`src/rtl/wdog_pkg.sv`:
```
// Package: shared constants and the configuration record of the windowed watchdog.
// Assumes a 32-bit register bus with four word addresses.
package wdog_pkg;

    localparam int CNT_W  = 12;
    localparam int PSC_W  = 3;
    localparam int DATA_W = 32;
    localparam int KEY_W  = 16;

    localparam logic [KEY_W-1:0] KEY_KICK   = 16'h5FA0;
    localparam logic [KEY_W-1:0] KEY_UNLOCK = 16'h35CA;

    typedef enum logic [1:0] {
        ADDR_CFG_A = 2'd0,
        ADDR_CFG_B = 2'd1,
        ADDR_CTRL  = 2'd2,
        ADDR_PROT  = 2'd3
    } waddr_e;

    typedef struct packed {
        logic [CNT_W-1:0] reload;
        logic [CNT_W-1:0] delta;
        logic [PSC_W-1:0] psc;
        logic             rst_en;
        logic             sleep_halt;
    } cfg_t;

endpackage

```
`src/rtl/wdog_regs.sv`:
```
// Register file: holds the configuration, the lock state and decodes keyed kicks.
// Assumes writes are single-cycle strobes; a kick is a one-cycle pulse.
module wdog_regs
    import wdog_pkg::*;
#(
    parameter int CW = CNT_W,
    parameter int PW = PSC_W,
    parameter int DW = DATA_W
) (
    input  logic          clk,
    input  logic          rst_n,
    input  logic          we,
    input  logic [1:0]    addr,
    input  logic [DW-1:0] wdata,
    output cfg_t          cfg,
    output logic          locked,
    output logic          kick
);

    localparam int KEY_LSB = DW - KEY_W;

    cfg_t cfg_q;
    logic locked_q;
    logic wr_a, wr_b, wr_prot;

    // Decode the write strobes for each word.
    always_comb begin
        wr_a    = we && (addr == ADDR_CFG_A) && !locked_q;
        wr_b    = we && (addr == ADDR_CFG_B) && !locked_q;
        wr_prot = we && (addr == ADDR_PROT);
        kick    = we && (addr == ADDR_CTRL) && wdata[0]
                  && (wdata[DW-1:KEY_LSB] == KEY_KICK);
    end

    // Configuration storage, writable only while unlocked.
    always_ff @(posedge clk) begin
        if (!rst_n) begin
            cfg_q.reload     <= '1;
            cfg_q.delta      <= '1;
            cfg_q.psc        <= '0;
            cfg_q.rst_en     <= 1'b1;
            cfg_q.sleep_halt <= 1'b0;
        end else begin
            if (wr_a) begin
                cfg_q.reload     <= wdata[CW-1:0];
                cfg_q.rst_en     <= wdata[CW];
                cfg_q.sleep_halt <= wdata[CW+1];
            end
            if (wr_b) begin
                cfg_q.delta <= wdata[CW-1:0];
                cfg_q.psc   <= wdata[CW +: PW];
            end
        end
    end

    // Lock state: the unlock key opens, any other value closes.
    always_ff @(posedge clk) begin
        if (!rst_n)
            locked_q <= 1'b0;
        else if (wr_prot)
            locked_q <= (wdata[KEY_W-1:0] != KEY_UNLOCK);
    end

    assign cfg    = cfg_q;
    assign locked = locked_q;

endmodule

```
`src/rtl/wdog_prescale.sv`:
```
// Prescaler: emits a tick every 2^sel enabled cycles.
// Assumes clr restarts the phase so the first tick comes 2^sel cycles after it.
module wdog_prescale #(
    parameter int PW = wdog_pkg::PSC_W
) (
    input  logic          clk,
    input  logic          rst_n,
    input  logic          run_en,
    input  logic          clr,
    input  logic [PW-1:0] sel,
    output logic          tick
);

    localparam int PCW = (1 << PW) - 1;

    logic [PCW-1:0] pcnt_q;
    logic [PCW-1:0] mask;

    // Low sel bits of the phase counter must all be one for a tick.
    always_comb begin
        mask = ~({PCW{1'b1}} << sel);
        tick = run_en && ((pcnt_q & mask) == mask);
    end

    // Phase counter advances only while counting is enabled.
    always_ff @(posedge clk) begin
        if (!rst_n)
            pcnt_q <= '0;
        else if (clr)
            pcnt_q <= '0;
        else if (run_en)
            pcnt_q <= pcnt_q + 1'b1;
    end

endmodule

```
`src/rtl/wdog_core.sv`:
```
// Counter core: down-counter, window check, sticky error and reset pulse.
// Assumes kick has priority over a tick in the same cycle.
module wdog_core
    import wdog_pkg::*;
#(
    parameter int CW = CNT_W
) (
    input  logic          clk,
    input  logic          rst_n,
    input  logic          kick,
    input  logic          tick,
    input  logic [CW-1:0] reload,
    input  logic [CW-1:0] delta,
    input  logic          rst_en,
    output logic [CW-1:0] cnt,
    output logic          running,
    output logic          err,
    output logic          rst_req
);

    logic [CW-1:0] cnt_q;
    logic          run_q, err_q, req_q;
    logic          in_window, early, underflow;

    // Classify the current event.
    always_comb begin
        in_window = (cnt_q <= delta);
        early     = kick && run_q && !in_window;
        underflow = !kick && tick && (cnt_q == '0);
    end

    // Count, reload and stop on underflow.
    always_ff @(posedge clk) begin
        if (!rst_n) begin
            cnt_q <= '0;
            run_q <= 1'b0;
        end else if (kick) begin
            if (!run_q || in_window) begin
                cnt_q <= reload;
                run_q <= 1'b1;
            end
        end else if (tick) begin
            if (cnt_q == '0)
                run_q <= 1'b0;
            else
                cnt_q <= cnt_q - 1'b1;
        end
    end

    // Sticky error flag and one-cycle reset request.
    always_ff @(posedge clk) begin
        if (!rst_n) begin
            err_q <= 1'b0;
            req_q <= 1'b0;
        end else begin
            req_q <= (early || underflow) && rst_en;
            if (early || underflow)
                err_q <= 1'b1;
        end
    end

    assign cnt     = cnt_q;
    assign running = run_q;
    assign err     = err_q;
    assign rst_req = req_q;

endmodule

```
`src/rtl/wdog_window.sv`:
```
// Top: windowed watchdog with keyed kick, lockable setup and mode-dependent halt.
// Assumes all inputs are synchronous to clk.
module wdog_window
    import wdog_pkg::*;
#(
    parameter int CW = CNT_W,
    parameter int PW = PSC_W,
    parameter int DW = DATA_W
) (
    input  logic          clk,
    input  logic          rst_n,
    input  logic          bus_we,
    input  logic [1:0]    bus_addr,
    input  logic [DW-1:0] bus_wdata,
    output logic [DW-1:0] bus_rdata,
    input  logic          pm_sleep,
    input  logic          pm_deep1,
    input  logic          pm_deep2,
    input  logic          dbg_active,
    input  logic          dbg_freeze,
    output logic          wdt_err,
    output logic          wdt_rst_req
);

    cfg_t          cfg;
    logic          locked, kick, tick, halt, running;
    logic [CW-1:0] cnt_now;

    wdog_regs #(.CW(CW), .PW(PW), .DW(DW)) u_regs (
        .clk    (clk),
        .rst_n  (rst_n),
        .we     (bus_we),
        .addr   (bus_addr),
        .wdata  (bus_wdata),
        .cfg    (cfg),
        .locked (locked),
        .kick   (kick)
    );

    // Suspend counting according to power and debug state.
    always_comb begin
        halt = pm_deep2
             || ((pm_sleep || pm_deep1) && cfg.sleep_halt)
             || (dbg_active && dbg_freeze);
    end

    wdog_prescale #(.PW(PW)) u_psc (
        .clk    (clk),
        .rst_n  (rst_n),
        .run_en (running && !halt),
        .clr    (kick),
        .sel    (cfg.psc),
        .tick   (tick)
    );

    wdog_core #(.CW(CW)) u_core (
        .clk     (clk),
        .rst_n   (rst_n),
        .kick    (kick),
        .tick    (tick),
        .reload  (cfg.reload),
        .delta   (cfg.delta),
        .rst_en  (cfg.rst_en),
        .cnt     (cnt_now),
        .running (running),
        .err     (wdt_err),
        .rst_req (wdt_rst_req)
    );

    // Read multiplexer over the four words.
    always_comb begin
        bus_rdata = '0;
        case (bus_addr)
            ADDR_CFG_A: begin
                bus_rdata[CW-1:0] = cfg.reload;
                bus_rdata[CW]     = cfg.rst_en;
                bus_rdata[CW+1]   = cfg.sleep_halt;
            end
            ADDR_CFG_B: begin
                bus_rdata[CW-1:0]  = cfg.delta;
                bus_rdata[CW +: PW] = cfg.psc;
            end
            ADDR_CTRL: begin
                bus_rdata[CW-1:0] = cnt_now;
                bus_rdata[CW]     = running;
            end
            default: bus_rdata[0] = locked;
        endcase
    end

endmodule

```
`config.mk`:
```
export PLATFORM = sky130hd
export DESIGN_NAME = wdog_window
export DESIGN_NICKNAME = d
export VERILOG_FILES = /design/src/rtl/wdog_pkg.sv /design/src/rtl/wdog_regs.sv /design/src/rtl/wdog_prescale.sv /design/src/rtl/wdog_core.sv /design/src/rtl/wdog_window.sv
export SDC_FILE = /design/constraint.sdc
export NUM_CORES = 1
export LEC_CHECK = 0
export BUFFER_PORTS_ARGS = -buffer_cell sky130_fd_sc_hd__buf_2
export CORE_MARGIN = 5
export CORE_UTILIZATION = 45
export DETAILED_ROUTE_END_ITERATION = 8
export GPL_TIMING_DRIVEN = 1
export MAX_ROUTING_LAYER = met4
export PLACE_DENSITY = 0.69
export SYNTH_ARGS = -nofsm -noshare
export SYNTH_HDL_FRONTEND = slang
export SYNTH_SLANG_ARGS = --single-unit
```
`constraint.sdc`:
```
create_clock -name clk -period 5.15 [get_ports clk]
set_input_delay 1.2875 -clock clk [delete_from_list [all_inputs] [get_ports clk]]
set_output_delay 1.2875 -clock clk [all_outputs]
set_load 0.02 [all_outputs]
```
# Yosys cells after proc, flatten, opt, wreduce, memory -nomap -nowiden
# Index checks and enable logic that the tools add are counted.
totals:
  ff_bits: 52
  input_bits: 42
  wordCells: 72
classes:
  n_addsub: 2
  order_cmp: 1
  eq_ne: 8
  shifts: 1
  muxes: 12
  n_bitwise: 3
  n_reduce_logical: 34
ops:
  columns: ["op", "n"]
  rows:
  - ["12-bit 2-to-1 mux", 4]
  - ["12-bit one-hot mux with 3 select lines", 1]
  - ["1-bit logical AND", 17]
  - ["16-bit by 15-bit equality test with 1-bit output (second input constant)", 1]
  - ["16-bit by 14-bit inequality test with 1-bit output (second input constant)", 1]
  - ["12-bit less-or-equal comparator", 1]
  - ["12-bit logical NOT", 1]
  - ["12-bit by 1-bit subtractor with 12-bit output (second input constant)", 1]
  - ["7-bit by 1-bit adder with 7-bit output (second input constant)", 1]
  - ["7-bit AND", 1]
  - ["7-bit equality test", 1]
  - ["7-bit NOT", 1]
  - ["7-bit by 3-bit left shift with 7-bit output (first input constant)", 1]
  - ["3-bit AND reduction", 2]
  - ["1-bit logical NOT", 5]
  - ["1-bit logical OR", 5]
  - ["1-bit 2-to-1 mux", 5]
  - ["2-bit equality test (second input constant)", 2]
  - ["2-bit nonzero test", 2]
  - ["1-bit one-hot mux with 3 select lines", 1]
  - ["2-bit by 1-bit equality test with 1-bit output (second input constant)", 1]
  - ["2-bit logical NOT", 1]
  - ["2-bit by 1-bit inequality test with 1-bit output (second input constant)", 1]
  - ["2-bit inequality test (second input constant)", 1]
  - ["other kinds (3)", 3]

# Logic depth before layout (Yosys ltp)
# Gate-level depths: netlist (run 1).
logic_depth:
  depth_word: 11
  depth_mapped: 10
  depth_no_buf: 8

# Cells and area by module
# Synthesis (run 1) repeated with hierarchy kept, for this count alone.
unflattened:
  cells_unflattened: 399
  hier_area_um2: 3274.4
modules_own_cells:
  columns: ["module", "instances", "cells_each", "area_each_um2"]
  rows:
  - ["wdog_core", 1, 159, 1267.5]
  - ["wdog_regs", 1, 144, 1177.4]
  - ["wdog_window", 1, 55, 481.7]
  - ["wdog_prescale", 1, 41, 347.8]

# Worst setup path after synthesis (run 1)
# Ideal clock, no wire load.
synth_path:
  kind: "in2out"
  startpoint: "in bus_addr[1]"
  endpoint: "out bus_rdata[10]"
  arrival_time_ns: 2.487
  required_time_ns: 3.863
  setup_slack_ns: 1.376
  stages: 4
  cell_sequence: "buf_4 buf_1 mux2i_1 o21ai_0"
synth_via:
  elab_chain_len: 2
synth_lines:
  columns: ["element", "line_no", "text"]
  rows:
  - ["from (decl)", "wdog_window.sv:13", "input logic [1:0] bus_addr,"]
  - ["2-bit equality test (tied with other cells)", "wdog_window.sv:73", "case (bus_addr)"]
  - ["12-bit one-hot mux with 3 select lines *", "wdog_window.sv:73", null]
  - ["to (decl)", "wdog_window.sv:15", "output logic [DW-1:0] bus_rdata,"]
# Mark *: on every way between the ends. The rest lies on a longest branch, timed or not.

# Worst setup path after layout (run 1)
layout_path:
  startpoint: "in bus_addr[0]"
  endpoint: "out bus_rdata[11]"
# The elaborated chain is that of the path after synthesis.

==> results of run 1 <==
==> routing by layer <==
metal  track usage [%]  vias to the layer above  wire length [um]
li1                  -                     1471                 -
met1              26.3                     1372              3920
met2              33.5                      104              4070
met3              4.06                       15               610
met4              6.98                        0               212
met5                 -                        -                 0
==> worst max-delay path, stage by stage <==
cell and delay [ps]:
sky130_fd_sc_hd__buf_2 300, sky130_fd_sc_hd__nor2b_1 530, sky130_fd_sc_hd__buf_4 270, sky130_fd_sc_hd__nand2_1 60, sky130_fd_sc_hd__o21ai_0 70, sky130_fd_sc_hd__buf_2 200
==> state kept, by name (all words and copies together), names as in the netlist <==
name,flops
u_core.err,1
u_core.running,1
u_regs.cfg,29
u_core.cnt,12
u_core.rst_req,1
u_regs.locked,1
u_psc.pcnt_q,7
==> worst paths after layout <==
| check | startpoint | endpoint | slack [ps] | cells past startpoint |
|---|---|---|---|---|
| worst max register to register | u_core.cnt[0] | u_core.cnt[6] | 2570 | 8 |
| worst min-delay path | u_core.err | u_core.err | 460 | 2 |
| worst max-delay path | bus_addr[0] | bus_rdata[11] | 1120 | 6 |
| worst min register to register | u_core.err | u_core.err | 460 | 2 |
==> cells in the mapped netlist (all sizes together), types with 12 or more instances <==
| cell | number | area share (%) |
|---|---|---|
| a21oi | 20 | 3.1 |
| clkbuf | 12 | 1.4 |
| nand2 | 77 | 9.0 |
| nor2 | 18 | 2.2 |
| o211ai | 13 | 3.0 |
| nand3 | 18 | 3.0 |
| dfxtp | 52 | 33 |
| mux2i | 16 | 5.0 |
| buf | 27 | 6.6 |
| o21ai | 19 | 3.3 |
| ha | 14 | 5.5 |
| inv | 17 | 2.0 |
==> final cells by class <==
| class | count | area share (%) |
|---|---|---|
| flip-flops and latches | 52 | 29.5 |
| repair buffers | 62 | 9.06 |
| clock inverters | 1 | 0.212 |
| multi-input cells | 301 | 53.6 |
| well taps | 96 | 3.40 |
| clock buffers | 7 | 2.44 |
| inverters | 17 | 1.81 |
==> kinds of logic after synthesis <==
| kind of cell | synth area share (%) |
|---|---|
| compound gates | 18.1 |
| xor+xnor | 1.64 |
| fa+ha+maj | 5.47 |
| buf+inv | 10.3 |
| flops | 32.5 |
| mux | 5.71 |
| other cells | 0.117 |
| simple gates | 26.2 |
==> stage by stage <==
step	hold WS (ps)	worst slack, ps
floorplan	422	1380
detailed placement	452	1120
global route	497	988
CTS	466	1130
finish	463	1120
global placement	435	1200
==> where the power goes <==
part           total [W]  leakage (nW)  switching (W)  internal (W)
clock           0.000248        0.0445       0.000139      0.000110
sequential      0.000423         0.423     0.00000942      0.000413
combinational   0.000121          1.17      0.0000788     0.0000418
total           0.000792          1.64       0.000227      0.000565
==> run_results.csv, run 1 <==
group,metric,value,unit
final_layout,antenna_cells_inserted,0,
timing,final.min_clock_period,4030,ps
final_layout,fillers,701,
placement,numPlacedInstances,528,
global_routing,gr-total-overflow,0,
routing,routed_via_density,5.53,
timing,tightestPinTransition,740,ps
synth,synth_seq_cells,52,
routing,dr.first_iter.drc_count,182,
global_routing,number_of_global_route_vias_before_repair,2813,
final_layout,final-seq-area,0.00104,sq mm
flow_run,timing.max_cap.violations,0,
timing,final-max-slew-violation-count,0,
pwr,p_total,0.000792,W
timing,grt_setup_unrepaired,"false",
setup_path,cp-start-kind,"primary input",
routing,route.final.wire_length,8820,um
clock_network,post_cts_resize_count,0,
final_layout,final_cells,536,
timing,slew-limit-headroom,50.3,%
clock_network,tritoncts_clock_tree,"done",
synth,syn_inst,394,
clock_network,clk-insertion-delay-late,310,ps
final_layout,layout.cells.most_common_list,"sky130_fd_sc_hd__nand2_1, sky130_fd_sc_hd__buf_2, sky130_fd_sc_hd__dfxtp_1",
timing,timing.fmax,248,MHz
routing,drt_first_pass_iters,4,
placement,gp_congestion,0.907,
final_layout,final_core_utilization,51.5,%
final_layout,nNetsFinal,495,
final_layout,multi_input_comb_area,0.00190,sq mm
final_layout,layout_commonest_cell,"sky130_fd_sc_hd__nand2_1",
clock_network,buffer_cell_driving_the_clock_tree_root,"sky130_fd_sc_hd__clkbuf_8",
timing,setup_tns,0,ps
synth,syn_avg_cell_area,8.13,sq um
clock_network,cts.clk_slew.worst_paths,90,ps
global_routing,groute.usage.overall,20.8,%
setup_path,capturing_element_type_of_the_critical_path,"output port",
clock_network,cts_made_buffers,5,
final_layout,final_design_area_no_fill,0.00353,sq mm
routing,post_drt_wl_per_cell,16.4,um
synth,synth.yosys.seq_area_share,32.5,%
synth,asr_flop_ratio_synth,0,%
floorplan,fp.dieArea,0.00890,sq mm
setup_path,worstPathMaxFanout,20,
clock_network,clock_path_buffers,2,
placement,dpl.hpwl,6800,um
global_routing,wire_length_of_the_first_global_routing_pass,14100,um
final_layout,drive_gt1_share,20.5,%
clock_network,cts-htree-levels,2,
timing,final_min_period_over_clock_period,78.2,%
setup_path,cp.required,3860,ps
floorplan,io_pins,76,
floorplan,row_count,30,
final_layout,syn2layout_area_growth,10.4,%
synth,ys.warnings.count,0,
global_routing,antenna_found_initial,0,
pwr,power_per_standard_cell_area,224,mW/mm^2
placement,post_dp_cell_area,0.00344,sq mm
floorplan,floorplan.initialDensity,46.6,%
routing,routed-via-count,2962,
synth,synthFlopType,"sky130_fd_sc_hd__dfxtp_1",
floorplan,core_region_area,0.00687,sq mm
pwr,vdd_ir_drop_max,0.000141,V
clock_network,clock_sink_count,52,
setup_path,arrival,2740,ps
timing,timing_hold_violations_final,0,
pwr,cellLeakagePower,1.64,nW
outcome,status,"finished clean",
setup_path,crit_type,"primary input to output port",
global_routing,grt_start_max_net_pins,37,
synth,ys_types,62,
routing,drc_viols,0,
routing,drtAntennaViolNets,0,
synth,synth_area,0.00320,sq mm
synth,synth_enable_flop_cells,0,
hold_path,hp-class,"flip-flop to flip-flop",
floorplan,die_w,94.4,um
timing,finClkSkew,4.70,ps
floorplan,die_height,94.4,um
timing,setup_viols_final,0,
clock_network,cts_setup_buffers,0,
clock_network,post_cts_hold_buffer_count,0,
placement,portBuffers,58,
Note: power is estimated with default switching activity, not from simulation.
==> run 2: changes to the inputs <==
- PLACE_DENSITY: 0.69 -> 0.71
- clock period: 5.15 -> 3.3 ns (I/O delays scaled with it)
==> run 2 against run 1 <==
Effect of this change:
- global-route usage is 0.20 points higher
- first-iteration DRC count shrank 6.0%
- combinational power grew 56%
- register-to-register slack worse by 1900 ps
- clock-buffer cell count unchanged
- core utilization up 0.44 points
- final area increased by 0.85%
- sequential share of layout area down 0.25 points
- die area is the same
==> run_results.csv, run 2 (synthesis results as in run 1) <==
group,metric,value,unit
routing,post_drt_wl_per_cell,16.2,um
setup_path,crit_family,"buffers and inverters",
outcome,status,"finished clean",
clock_network,post_cts_hold_buffer_count,0,
floorplan,floorplan.initialDensity,46.6,%
floorplan,row_count,30,
clock_network,clock_sink_count,52,
clock_network,buffer_cell_driving_the_clock_tree_root,"sky130_fd_sc_hd__clkbuf_8",
setup_path,critical_path.most_common_cell,"sky130_fd_sc_hd__buf_2",
setup_path,timing.critical_path.depth,6,
placement,numPlacedInstances,532,
setup_path,capturing_element_type_of_the_critical_path,"output port",
clock_network,tritoncts_clock_tree,"done",
setup_path,worstPathMaxFanout,20,
clock_network,clock_path_buffers,2,
setup_path,cp.required,2470,ps
setup_path,startpoint,"bus_addr[1]",
setup_path,worst_r2r_startpoint,"u_core.cnt[0]",
final_layout,layout_commonest_cell,"sky130_fd_sc_hd__nand2_1",
setup_path,ff2ff_setup_slack,660,ps
floorplan,io_pins,76,
timing,setup_tns,0,ps
timing,slew-limit-headroom,58.8,%
setup_path,ff2ff_path_depth,8,
routing,route.final.wire_length,8770,um
routing,routed-via-count,3024,
clock_network,clk-insertion-delay-late,310,ps
timing,setup_viols_final,0,
floorplan,die_height,94.4,um
global_routing,number_of_global_route_vias_before_repair,2898,
placement,portBuffers,58,
clock_network,post_cts_resize_count,0,
pwr,cellLeakagePower,1.66,nW
timing,final_min_period_over_clock_period,84.6,%
routing,dr.first_iter.drc_count,171,
global_routing,wire_length_of_the_first_global_routing_pass,14400,um
routing,drtAntennaViolNets,0,
routing,drc_viols,0,
final_layout,drive_gt1_share,21.2,%
final_layout,nNetsFinal,499,
timing,timing_hold_violations_final,0,
timing,finClkSkew,10.0,ps
setup_path,critical_r2r_capture,"u_core.cnt[5]",
final_layout,fillers,678,
floorplan,fp.dieArea,0.00890,sq mm
global_routing,grt_start_max_net_pins,36,
setup_path,cp_slowest_stage_delay,420,ps
setup_path,cp-start-kind,"primary input",
global_routing,groute.usage.overall,21.0,%
hold_path,hp-class,"flip-flop to flip-flop",
placement,gp_congestion,0.954,
clock_network,cts_made_buffers,5,
routing,drt_first_pass_iters,4,
pwr,vdd_ir_drop_max,0.000176,V
timing,final-max-slew-violation-count,0,
setup_path,cp-endpoint,"bus_rdata[8]",
floorplan,die_w,94.4,um
floorplan,core_region_area,0.00687,sq mm
timing,grt_setup_unrepaired,"false",
clock_network,cts_setup_buffers,0,
setup_path,crit_type,"primary input to output port",
timing,final.min_clock_period,2790,ps
global_routing,gr-total-overflow,0,
routing,routed_via_density,5.60,
setup_path,crit_slowest_cell,"sky130_fd_sc_hd__buf_2",
placement,dpl.hpwl,6710,um
global_routing,antenna_found_initial,0,
clock_network,cts-htree-levels,2,
flow_run,timing.max_cap.violations,0,
timing,timing.fmax,358,MHz
final_layout,largest_register_ff_count,29,
pwr,power_per_standard_cell_area,346,mW/mm^2
timing,tightestPinTransition,610,ps
final_layout,antenna_cells_inserted,0,
setup_path,path_cells,"buf_2 -> nor2b_1 -> buf_4 -> nand2_1 -> o21ai_0 -> buf_2",
setup_path,critPathBufInv,3,
clock_network,cts.clk_slew.worst_paths,90,ps
final_layout,layout.cells.most_common_list,"sky130_fd_sc_hd__nand2_1, sky130_fd_sc_hd__buf_2, sky130_fd_sc_hd__dfxtp_1",
setup_path,arrival,1970,ps
final_layout,final_cells,540,
timing,worst_hold_slack,470,ps
final_layout,syn2layout_area_growth,11.3,%
-- run 2: cell count changes in the layout (fill, tap and decap cells not counted), sizes merged --
cell / delta
buf: +4
-- run 2: how the worst min path moves through the flow --
| stage | start | end | slack, ps | depth (start not counted) |
|---|---|---|---|---|
| final | u_core.err | u_core.err | 470 | 2 |
| after global routing | u_core.err | u_core.err | 490 | 2 |
| after CTS | u_core.err | u_core.err | 470 | 2 |
| after detailed placement | u_core.err | u_core.err | 460 | 2 |
| after global placement | u_core.err | u_core.err | 460 | 2 |
| after floorplan | u_regs.cfg[1] | u_core.rst_req | 420 | 2 |
-- run 2: layer usage --
metal	share of wire, %	vias up	GRT usage [%]
met5	0	-	-
met4	2.9	0	7.94
met3	7.8	23	3.90
met2	45	127	33.7
met1	44	1404	26.4
li1	-	1470	-
-- run 2: metrics by stage --
stage	util (%)	power, W	worst slack [ps]	area, sq um
2_1_floorplan	-	0.000805	451	3260
3_3_place_gp	50.5	0.000860	421	3470
3_5_place_dp	50.5	0.000863	391	3470
4_1_cts	51.9	0.00124	535	3560
5_1_grt	51.9	0.00129	432	3560
6_report	51.9	0.00123	508	3560
-- run 2: area by class of cell --
type | instances | area (sq um) | area share, %
Clock inverter | 1 | 7.51 | 0.211
Clock buffer | 7 | 86.3 | 2.42
Timing Repair Buffer | 66 | 350 | 9.83
Tap cell | 96 | 120 | 3.37
Multi-Input combinational cell | 301 | 1900 | 53.2
Sequential cell | 52 | 1040 | 29.2
Inverter | 17 | 63.8 | 1.79
-- run 2: worst register-to-register path, stage by stage, from the launching register on --
cell and delay [ps]:
sky130_fd_sc_hd__dfxtp_1 390, sky130_fd_sc_hd__inv_1 180, sky130_fd_sc_hd__ha_1 230, sky130_fd_sc_hd__or4b_4 540
sky130_fd_sc_hd__or3_1 380, sky130_fd_sc_hd__o21a_2 150, sky130_fd_sc_hd__and3_4 200, sky130_fd_sc_hd__o21ai_4 260
sky130_fd_sc_hd__o221ai_1 180
-- run 2: power by group --
group	internal [W]	total [W]	leakage (nW)	switching, W
sequential	0.000645	0.000660	0.423	0.0000151
clock	0.000171	0.000384	0.0445	0.000213
combinational	0.0000668	0.000189	1.19	0.000122
==> run 3: changes to the inputs <==
- clock period: 3.3 -> 2.5 ns (I/O delays scaled with it)
==> run 3 against run 2 <==
Effect of this change:
- global-route usage rose by 0.27 points
- sequential share of layout area fell by 1.4 points
- combinational power rose by 35%
- critical path depth rose by 2
- routed wire length rose by 2.5%
- total power rose by 31%
- die area did not move
==> run_results.csv, run 3 (synthesis results as in run 1) <==
group,metric,value,unit
outcome,status,"finished clean",
setup_path,startpoint,"u_core.cnt[0]",
final_layout,syn2layout_area_growth,17.0,%
timing,tightestPinTransition,544,ps
timing,grt_setup_unrepaired,"false",
clock_network,cts_made_buffers,5,
setup_path,critical_r2r_capture,"u_core.cnt[2]",
setup_path,critPathBufInv,1,
placement,gp_congestion,0.900,
routing,post_drt_wl_per_cell,16.0,um
floorplan,floorplan.initialDensity,46.6,%
setup_path,capturing_element_type_of_the_critical_path,"flip-flop",
hold_path,holdPathStages,2,
setup_path,cp_slowest_stage_delay,510,ps
timing,finClkSkew,15.3,ps
global_routing,antenna_found_initial,0,
clock_network,cts.clk_slew.worst_paths,100,ps
final_layout,drive_gt1_share,25.5,%
placement,portBuffers,58,
final_layout,layout.cells.most_common_list,"sky130_fd_sc_hd__nand2_1, sky130_fd_sc_hd__buf_2, sky130_fd_sc_hd__dfxtp_1",
timing,worst_slack,116,ps
timing,final-max-slew-violation-count,0,
floorplan,core_region_area,0.00687,sq mm
setup_path,cp-start-kind,"flip-flop",
final_layout,final_core_utilization,54.5,%
clock_network,cts_setup_buffers,0,
setup_path,crit_family,"simple AND/OR/NAND/NOR gates",
timing,timing.fmax,419,MHz
final_layout,largest_register_ff_count,29,
routing,drt_first_pass_iters,5,
timing,final_min_period_over_clock_period,95.4,%
setup_path,crit_type,"flip-flop to flip-flop",
placement,dpl.hpwl,6980,um
final_layout,antenna_cells_inserted,0,
clock_network,cts-htree-levels,2,
routing,dr.first_iter.drc_count,236,
setup_path,worst_r2r_startpoint,"u_core.cnt[0]",
global_routing,gr-total-overflow,0,
setup_path,cp.required,2680,ps
setup_path,path_cells,"inv_1 -> ha_1 -> or4b_4 -> or3_1 -> o21a_2 -> and3_4 -> o21ai_4 -> o221ai_1",
timing,final.min_clock_period,2380,ps
placement,pre_cts_slack,-181,ps
floorplan,die_w,94.4,um
setup_path,arrival,2570,ps
setup_path,crit_slowest_cell,"sky130_fd_sc_hd__or4b_4",
global_routing,wire_length_of_the_first_global_routing_pass,14600,um
routing,drc_viols,0,
routing,routed-via-count,3111,
final_layout,layout_commonest_cell,"sky130_fd_sc_hd__nand2_1",
setup_path,timing.critical_path.depth,8,
routing,drtAntennaViolNets,0,
floorplan,fp.dieArea,0.00890,sq mm
setup_path,worstPathMaxFanout,8,
hold_path,hp-class,"flip-flop to flip-flop",
timing,timing_hold_violations_final,0,
clock_network,clock_sink_count,52,
final_layout,multi_input_comb_area,0.00190,sq mm
final_layout,final-seq-area,0.00104,sq mm
global_routing,grt_start_max_net_pins,36,
setup_path,ff2ff_setup_slack,120,ps
pwr,vdd_ir_drop_max,0.000243,V
routing,route.final.wire_length,8990,um
global_routing,number_of_global_route_vias_before_repair,2977,
timing,setup_viols_final,0,
pwr,power_per_standard_cell_area,431,mW/mm^2
clock_network,tritoncts_clock_tree,"done",
timing,slew-limit-headroom,63.7,%
routing,routed_via_density,5.53,
final_layout,nNetsFinal,522,
floorplan,die_height,94.4,um
setup_path,cp-endpoint,"u_core.cnt[2]",
final_layout,fillers,669,
setup_path,ff2ff_path_depth,8,
flow_run,timing.max_cap.violations,0,
clock_network,clock_path_buffers,2,
global_routing,groute.usage.overall,21.3,%
floorplan,row_count,30,
pwr,cellLeakagePower,1.79,nW
clock_network,buffer_cell_driving_the_clock_tree_root,"sky130_fd_sc_hd__clkbuf_8",
floorplan,io_pins,76,
clock_network,clk-insertion-delay-late,320,ps
## run 3: cell count changes in the layout (fill, tap and decap cells not counted)
cell                         previous run  this run
sky130_fd_sc_hd__clkinv_4               0         1
sky130_fd_sc_hd__nand2_2                0         1
sky130_fd_sc_hd__buf_12                 0         1
sky130_fd_sc_hd__clkbuf_8               6         5
sky130_fd_sc_hd__clkinv_2               0         2
sky130_fd_sc_hd__nand2_1               77        76
sky130_fd_sc_hd__clkbuf_1               1         0
sky130_fd_sc_hd__clkinvlp_4             1         0
sky130_fd_sc_hd__buf_4                  8        30
## run 3: layout make-up
cell class	count	area share (%)
clock inverter	3	0.501
multi-input combinational	301	50.7
timing repair buffer	89	14.3
tap	96	3.21
sequential	52	27.8
inverter	17	1.70
clock buffer	5	1.84
## run 3: routing by layer
layer	vias to the layer above	global-route usage (%)	wire length, um
li1	1530	-	-
met1	1462	26.1	4020
met2	105	34.5	4230
met3	14	3.90	543
met4	0	8.78	188
met5	-	-	0
## run 3: metrics by stage
stage	power [W]	hold WS, ps	cell area, sq um	TNS (ps)	cells
after floorplan	0.00106	422	3260	0	410
after global placement	0.00114	445	3660	-1000	555
after detailed placement	0.00114	444	3660	-1570	555
after CTS	0.00162	458	3740	0	563
after global routing	0.00168	496	3750	0	563
final	0.00162	451	3750	0	563
## run 3: worst min path at each step
| stage | from | endpoint | slack [ps] |
|---|---|---|---|
| 2_1_floorplan | u_regs.cfg[1] | u_core.rst_req | 420 |
| 3_3_place_gp | u_core.err | u_core.err | 440 |
| 3_5_place_dp | u_core.err | u_core.err | 440 |
| 4_1_cts | u_core.err | u_core.err | 460 |
| 5_1_grt | u_core.err | u_core.err | 500 |
| 6_report | u_core.err | u_core.err | 450 |
## run 3: what timing repair did
action,CTS,global route
hold buffers,0,0
resized for setup,0,1
endpoints found under the setup margin,0,3
## run 3: power breakdown
part / leakage [nW] / switching, W / internal [W]
sequential: 0.423 / 0.0000203 / 0.000852
combinational: 1.31 / 0.000163 / 0.0000924
clock: 0.0479 / 0.000293 / 0.000196
## run 3: worst reg2reg max path, stage by stage, from the launching register on
cell and delay (ps):
sky130_fd_sc_hd__dfxtp_1 330, sky130_fd_sc_hd__inv_1 90, sky130_fd_sc_hd__ha_1 200, sky130_fd_sc_hd__or4b_4 510, sky130_fd_sc_hd__or3_1 360, sky130_fd_sc_hd__o21a_2 150
sky130_fd_sc_hd__and3_4 200, sky130_fd_sc_hd__o21ai_4 240, sky130_fd_sc_hd__o221ai_1 170
